[config.mk]
export PLATFORM = sky130hd
export DESIGN_NAME = adc_seq_top
export DESIGN_NICKNAME = d
export VERILOG_FILES = /design/src/rtl/adc_seq_pkg.sv /design/src/rtl/adc_seq_busif.sv /design/src/rtl/adc_seq_regs.sv /design/src/rtl/adc_seq_fsm.sv /design/src/rtl/adc_seq_top.sv
export SDC_FILE = /design/constraint.sdc
export NUM_CORES = 1
export LEC_CHECK = 0
export BUFFER_PORTS_ARGS = -buffer_cell sky130_fd_sc_hd__buf_4
export CAP_MARGIN = 20
export CORE_MARGIN = 2
export CORE_UTILIZATION = 50
export DETAILED_ROUTE_END_ITERATION = 8
export PLACE_DENSITY = 0.77
export SYNTH_ARGS = -nofsm -noshare
export SYNTH_HDL_FRONTEND = slang
export SYNTH_SLANG_ARGS = --single-unit
export TNS_END_PERCENT = 20
[constraint.sdc]
create_clock -name clk -period 1.52 [get_ports clk]
set_clock_uncertainty 0.05 [all_clocks]
set_input_delay 0.076 -clock clk [delete_from_list [all_inputs] [get_ports clk]]
set_output_delay 0.076 -clock clk [all_outputs]
set_load 0.01 [all_outputs]
[src/rtl/adc_seq_pkg.sv]
package adc_seq_pkg;
  localparam int REG_W  = 8;
  localparam int SEL_FW = 5;

  localparam logic [SEL_FW-1:0] SEL_RESET = 5'h1F;

  typedef struct packed {
    logic              ien;
    logic              rep;
    logic [SEL_FW-1:0] sel;
  } ctl_word_t;

  typedef enum logic {
    SQ_IDLE = 1'b0,
    SQ_RUN  = 1'b1
  } sq_state_t;
endpackage

[src/rtl/adc_seq_busif.sv]
module adc_seq_busif
  import adc_seq_pkg::*;
#(
  parameter int ADDR_W = 2
) (
  input  logic              clk,
  input  logic              rst_n,
  input  logic [ADDR_W-1:0] addr,
  input  logic              wr,
  input  logic              rd,
  input  logic [REG_W-1:0]  ctl_view,
  input  logic [REG_W-1:0]  data_view,
  output logic              wr_ctl,
  output logic              rd_dat,
  output logic [REG_W-1:0]  rdata
);
  localparam logic [ADDR_W-1:0] A_CTL = ADDR_W'(0);
  localparam logic [ADDR_W-1:0] A_DAT = ADDR_W'(1);

  logic hit_ctl;
  logic hit_dat;

  assign hit_ctl = (addr == A_CTL);
  assign hit_dat = (addr == A_DAT);
  assign wr_ctl  = wr && hit_ctl;
  assign rd_dat  = rd && hit_dat;

  always_ff @(posedge clk or negedge rst_n) begin
    if (!rst_n) begin
      rdata <= '0;
    end else if (rd) begin
      if (hit_ctl)      rdata <= ctl_view;
      else if (hit_dat) rdata <= data_view;
      else              rdata <= '0;
    end
  end
endmodule

[src/rtl/adc_seq_regs.sv]
module adc_seq_regs
  import adc_seq_pkg::*;
(
  input  logic             clk,
  input  logic             rst_n,
  input  logic             wr_ctl,
  input  logic [REG_W-1:0] wdata,
  input  logic             rd_dat,
  input  logic             accept,
  input  logic [REG_W-1:0] result,
  output ctl_word_t        ctl,
  output logic [REG_W-1:0] data_q,
  output logic             flag_vis,
  output logic             irq
);
  logic flag_q;
  logic flag_write_unused;

  // the completion flag is read-only: bit 7 of a write goes nowhere
  assign flag_write_unused = wdata[REG_W-1];

  always_ff @(posedge clk or negedge rst_n) begin
    if (!rst_n) begin
      ctl <= '{ien: 1'b0, rep: 1'b0, sel: SEL_RESET};
    end else if (wr_ctl) begin
      ctl <= ctl_word_t'(wdata[REG_W-2:0]);
    end
  end

  always_ff @(posedge clk or negedge rst_n) begin
    if (!rst_n) begin
      data_q <= '0;
    end else if (accept) begin
      data_q <= result;
    end
  end

  // a completion outranks a clearing read in the same cycle
  always_ff @(posedge clk or negedge rst_n) begin
    if (!rst_n) begin
      flag_q <= 1'b0;
    end else if (accept && !ctl.ien) begin
      flag_q <= 1'b1;
    end else if (rd_dat) begin
      flag_q <= 1'b0;
    end
  end

  always_ff @(posedge clk or negedge rst_n) begin
    if (!rst_n) begin
      irq <= 1'b0;
    end else if (accept && ctl.ien) begin
      irq <= 1'b1;
    end else if (rd_dat || wr_ctl) begin
      irq <= 1'b0;
    end
  end

  assign flag_vis = flag_q && !ctl.ien;
endmodule

[src/rtl/adc_seq_fsm.sv]
module adc_seq_fsm
  import adc_seq_pkg::*;
#(
  parameter int NUM_CH = 4,
  localparam int SEL_W = $clog2(NUM_CH)
) (
  input  logic              clk,
  input  logic              rst_n,
  input  logic              wr_ctl,
  input  logic [SEL_FW-1:0] new_sel,
  input  logic              rep,
  input  logic              cnv_done,
  output logic              cnv_start,
  output logic [SEL_W-1:0]  cnv_chan,
  output logic              accept
);
  localparam logic [SEL_FW-1:0] CH_LIMIT = SEL_FW'(NUM_CH);

  sq_state_t state;
  logic      code_ok;

  assign code_ok = (new_sel < CH_LIMIT);
  // a control write in the done cycle wins and discards the result
  assign accept  = (state == SQ_RUN) && cnv_done && !wr_ctl;

  always_ff @(posedge clk or negedge rst_n) begin
    if (!rst_n) begin
      state     <= SQ_IDLE;
      cnv_start <= 1'b0;
      cnv_chan  <= '0;
    end else begin
      cnv_start <= 1'b0;
      if (wr_ctl) begin
        if (code_ok) begin
          state     <= SQ_RUN;
          cnv_start <= 1'b1;
          cnv_chan  <= new_sel[SEL_W-1:0];
        end else begin
          state <= SQ_IDLE;
        end
      end else if (accept) begin
        if (rep) begin
          cnv_start <= 1'b1;
        end else begin
          state <= SQ_IDLE;
        end
      end
    end
  end
endmodule

[src/rtl/adc_seq_top.sv]
module adc_seq_top
  import adc_seq_pkg::*;
#(
  parameter int NUM_CH = 4,
  parameter int ADDR_W = 2,
  localparam int SEL_W = $clog2(NUM_CH)
) (
  input  logic              clk,
  input  logic              rst_n,
  input  logic [ADDR_W-1:0] bus_addr,
  input  logic              bus_wr,
  input  logic [REG_W-1:0]  bus_wdata,
  input  logic              bus_rd,
  output logic [REG_W-1:0]  bus_rdata,
  output logic              irq,
  output logic              cnv_start,
  output logic [SEL_W-1:0]  cnv_chan,
  input  logic              cnv_done,
  input  logic [REG_W-1:0]  cnv_result
);
  logic             wr_ctl;
  logic             rd_dat;
  logic             accept;
  logic             flag_vis;
  ctl_word_t        ctl;
  logic [REG_W-1:0] data_q;
  logic [REG_W-1:0] ctl_view;

  assign ctl_view = {flag_vis, ctl};

  adc_seq_busif #(.ADDR_W(ADDR_W)) u_bus (
    .clk       (clk),
    .rst_n     (rst_n),
    .addr      (bus_addr),
    .wr        (bus_wr),
    .rd        (bus_rd),
    .ctl_view  (ctl_view),
    .data_view (data_q),
    .wr_ctl    (wr_ctl),
    .rd_dat    (rd_dat),
    .rdata     (bus_rdata)
  );

  adc_seq_regs u_regs (
    .clk      (clk),
    .rst_n    (rst_n),
    .wr_ctl   (wr_ctl),
    .wdata    (bus_wdata),
    .rd_dat   (rd_dat),
    .accept   (accept),
    .result   (cnv_result),
    .ctl      (ctl),
    .data_q   (data_q),
    .flag_vis (flag_vis),
    .irq      (irq)
  );

  adc_seq_fsm #(.NUM_CH(NUM_CH)) u_fsm (
    .clk       (clk),
    .rst_n     (rst_n),
    .wr_ctl    (wr_ctl),
    .new_sel   (bus_wdata[SEL_FW-1:0]),
    .rep       (ctl.rep),
    .cnv_done  (cnv_done),
    .cnv_start (cnv_start),
    .cnv_chan  (cnv_chan),
    .accept    (accept)
  );
endmodule

==> run_results.csv <==
group,metric,value,unit
placement,routabilityCongestion,0.724,
placement,pre_cts_ws,0.113,ns
yosys,synthFlopType,"dfrtp_1",
global_routing,antenna_found_initial,0,
cells_and_area,ff_latch_area,732,µm²
floorplanning,initial_core_util,0.536,
global_routing,grt_pass1_vias,976,
critical_path,end_kind,"flip-flop",
power_and_ir_drop,power_density,1080,mW/mm²
global_routing,grt_pass1_wl,4.46,mm
sta,rsz0062_at_grt,"no",
yosys,synth_area,0.00121,mm²
critical_path,cpMostUsedCell,"buf_4",
floorplanning,core,0.00225,mm²
cts,ctsLongestPathBuffers,2,
power_and_ir_drop,p_leak,0.833,nW
critical_path,required,1.71,ns
power_and_ir_drop,p_total,0.00189,W
critical_path,crit_path_max_fanout,5,
drt,drc,0,
cells_and_area,n_fill_cell,153,
yosys,synth_top_cells_by_area,"dfrtp_1 (50%), mux2_2 (16%), dfstp_2 (11%), mux2i_1 (5.8%), o22ai_1 (4.1%)",
drt,vias,943,
critical_path,cpMaxStageDelayCell,"dlygate4sd3_1",
placement,port_buffers,33,
drt,drt_wl_total,2.68,mm
drt,highest_layer,"met4",
power_and_ir_drop,ir_drop,0.000885,V
yosys,synthTopCellsByCount,"dfrtp_1 (24), mux2_2 (17), inv_1 (9)",
cells_and_area,syn_to_final_growth,44.6,%
yosys,synth_edf_count,0,
sta,layout_setup_ws,0.0905,ns
sta,drv_slew,0,
critical_path,setup.worst_path.start_class,"input pin",
cts,clk_latency,0.33,ns
cts,cts_tree,"done",
sta,setup_tns,0,ns
critical_path,worstPathCellList,"dlygate4sd3_1 > buf_4 > nor3b_4 > buf_4 > mux2_2",
cells_and_area,layout-drive-gt1-share,0.444,
yosys,syn_avg_cell_area,13.1,µm²
yosys,synth-seq-cells,29,
drt,avgViaCountPerCell,5.27,
drt,route.met2.wl,1.46,mm
drt,avgRoutedWirePerCell,15.0,µm
sta,slew_headroom,0.761,
sta,fmax,700,MHz
cts,cts_sinks,29,
run,maxCapViolCount,0,
floorplanning,chipWidth,53.1,µm
yosys,ys_types,22,
floorplanning,row_count,17,
global_routing,grt_util_all_layers,0.231,
cells_and_area,multi_input_area,433,µm²
drt,ant_nets,0,
yosys,yosysMostFrequentCell,"dfrtp_1",
yosys,synthCells,92,
sta,hold_viol,0,
placement,hpwlAfterDp,1.77,mm
cts,clk_root_buffer_cell,"clkbuf_4",
sta,fin_crit,1.43,ns
cells_and_area,final_nets,173,
floorplanning,die_h,53.1,µm
yosys,ys_seq_area_frac,0.606,
critical_path,critical_path_class,"in2reg",
status,status,"finished, final reports clean",
yosys,async_reset_ff_frac,1.00,
sta,finalSetupViolCount,0,
yosys,synth_top_cell_by_area,"dfrtp_1",
yosys,post-synth-top-area-fraction,0.497,
sta,fin_crit_sh,0.940,
floorplanning,ios,35,
cells_and_area,diodes,0,
critical_path,critPathArrivalTime,1.62,ns
drt,dr_wl_met3,142,µm
yosys,syn-num-nets,115,
drt,dr.pass1.iters,4,
cts,htreeDepth,2,
worst_hold_path,hold_path.class,"in2reg",
critical_path,cpPeakStageDelay,0.53,ns
drt,wirelength_met1,1.07,mm
drt,drt_iter0_markers,10,
global_routing,grt_max_degree,30,
global_routing,grt_overflow,0,
cts,clkSlewWorstSetupHoldPaths,0.10,ns
yosys,yosysWarnings,0,
cts,numCtsBuffers,5,
sta,tightest_slew,0.359,ns
floorplanning,die_area,0.00282,mm²
## per-stage QoR
stage | hold slack (ns) | utilization | instances | instance area, µm²
2_1_floorplan | -0.270 | - | 92 | 1210
3_3_place_gp | -0.0396 | 0.662 | 152 | 1490
3_5_place_dp | -0.0336 | 0.662 | 152 | 1490
4_1_cts | 0.118 | 0.769 | 179 | 1730
5_1_grt | 0.162 | 0.774 | 179 | 1750
6_report | 0.132 | 0.774 | 179 | 1750
## cell usage in the layout, fill, tap and decap left out, types with 2 or more instances in the layout
master,netlist,layout
buf_4,1,36
dfrtp_1,24,24
dlygate4sd3_1,0,19
mux2_2,17,17
inv_1,9,9
o22ai_1,8,8
mux2i_1,7,7
clkbuf_4,0,5
dfstp_2,5,5
o21ai_0,4,4
nand2_1,3,3
clkinv_2,0,2
## per-layer routing
metal | track usage | up-vias
met4 | 0.0855 | 0
met3 | 0.0904 | 2
li1 | - | 438
met2 | 0.390 | 28
met5 | 0 | -
met1 | 0.264 | 475
## worst paths after layout
path                                                   start                           end  slack, ns  cells after the start
worst max-delay path                             bus_addr[1]     u_regs.ctl[3]$_DFFE_PN1P_       0.09                      5
worst min-delay path                             bus_addr[0]       u_fsm.state$_DFFE_PN0P_       0.13                      4
worst max register to register       u_fsm.state$_DFFE_PN0P_  u_regs.data_q[2]$_DFFE_PN0P_       0.20                      3
worst min register to register  u_regs.data_q[1]$_DFFE_PN0P_  u_regs.data_q[1]$_DFFE_PN0P_       0.47                      1
max in group asynchronous                              rst_n     u_regs.ctl[3]$_DFFE_PN1P_       0.95                      2
min in group asynchronous                              rst_n       u_fsm.state$_DFFE_PN0P_       0.14                      2
## final cells by class
| class | instances | area share |
|---|---|---|
| inverters | 9 | 0.0194 |
| clock buffers | 6 | 0.0237 |
| well taps | 28 | 0.0201 |
| multi-input cells | 50 | 0.248 |
| flip-flops and latches | 29 | 0.419 |
| repair buffers | 55 | 0.264 |
| clock inverters | 2 | 0.00573 |
## kinds of logic (layout without fill, tap and decap cells)
family | Yosys count | after routing | share of synthesized area
flops | 29 | 29 | 0.606
mux | 24 | 24 | 0.217
compound gates | 16 | 16 | 0.0819
buf+inv | 13 | 72 | 0.0446
simple gates | 10 | 10 | 0.0508
## flip-flops by register name, indices dropped and copies added (netlist names)
| signal | count |
|---|---|
| u_regs.flag_q | 1 |
| u_fsm.cnv_chan | 2 |
| u_regs.data_q | 8 |
| u_regs.ctl | 7 |
| u_regs.irq | 1 |
| u_fsm.cnv_start | 1 |
| u_bus.rdata | 8 |
| u_fsm.state | 1 |
## report_power, final
part / leakage (nW) / switching [W] / internal, W
logic: 0.436 / 0.000165 / 0.000263
clock network: 0.0320 / 0.000256 / 0.000176
registers: 0.366 / 0.0000875 / 0.000942
total: 0.833 / 0.000508 / 0.00138
## critical path, delay by kind of cell
kind / cells / cell delay (ns)
AND/OR/NAND/NOR: 1 / 0.31
multiplexers: 1 / 0.34
buffers and inverters: 3 / 0.90
## what timing repair did
item,CTS,global route
hold buffers,19,0
endpoints found under the hold margin,56,0
gates resized for setup,0,2
buffers inserted,0,0
setup endpoints to repair,0,7
(Power assumes the default switching activity.)
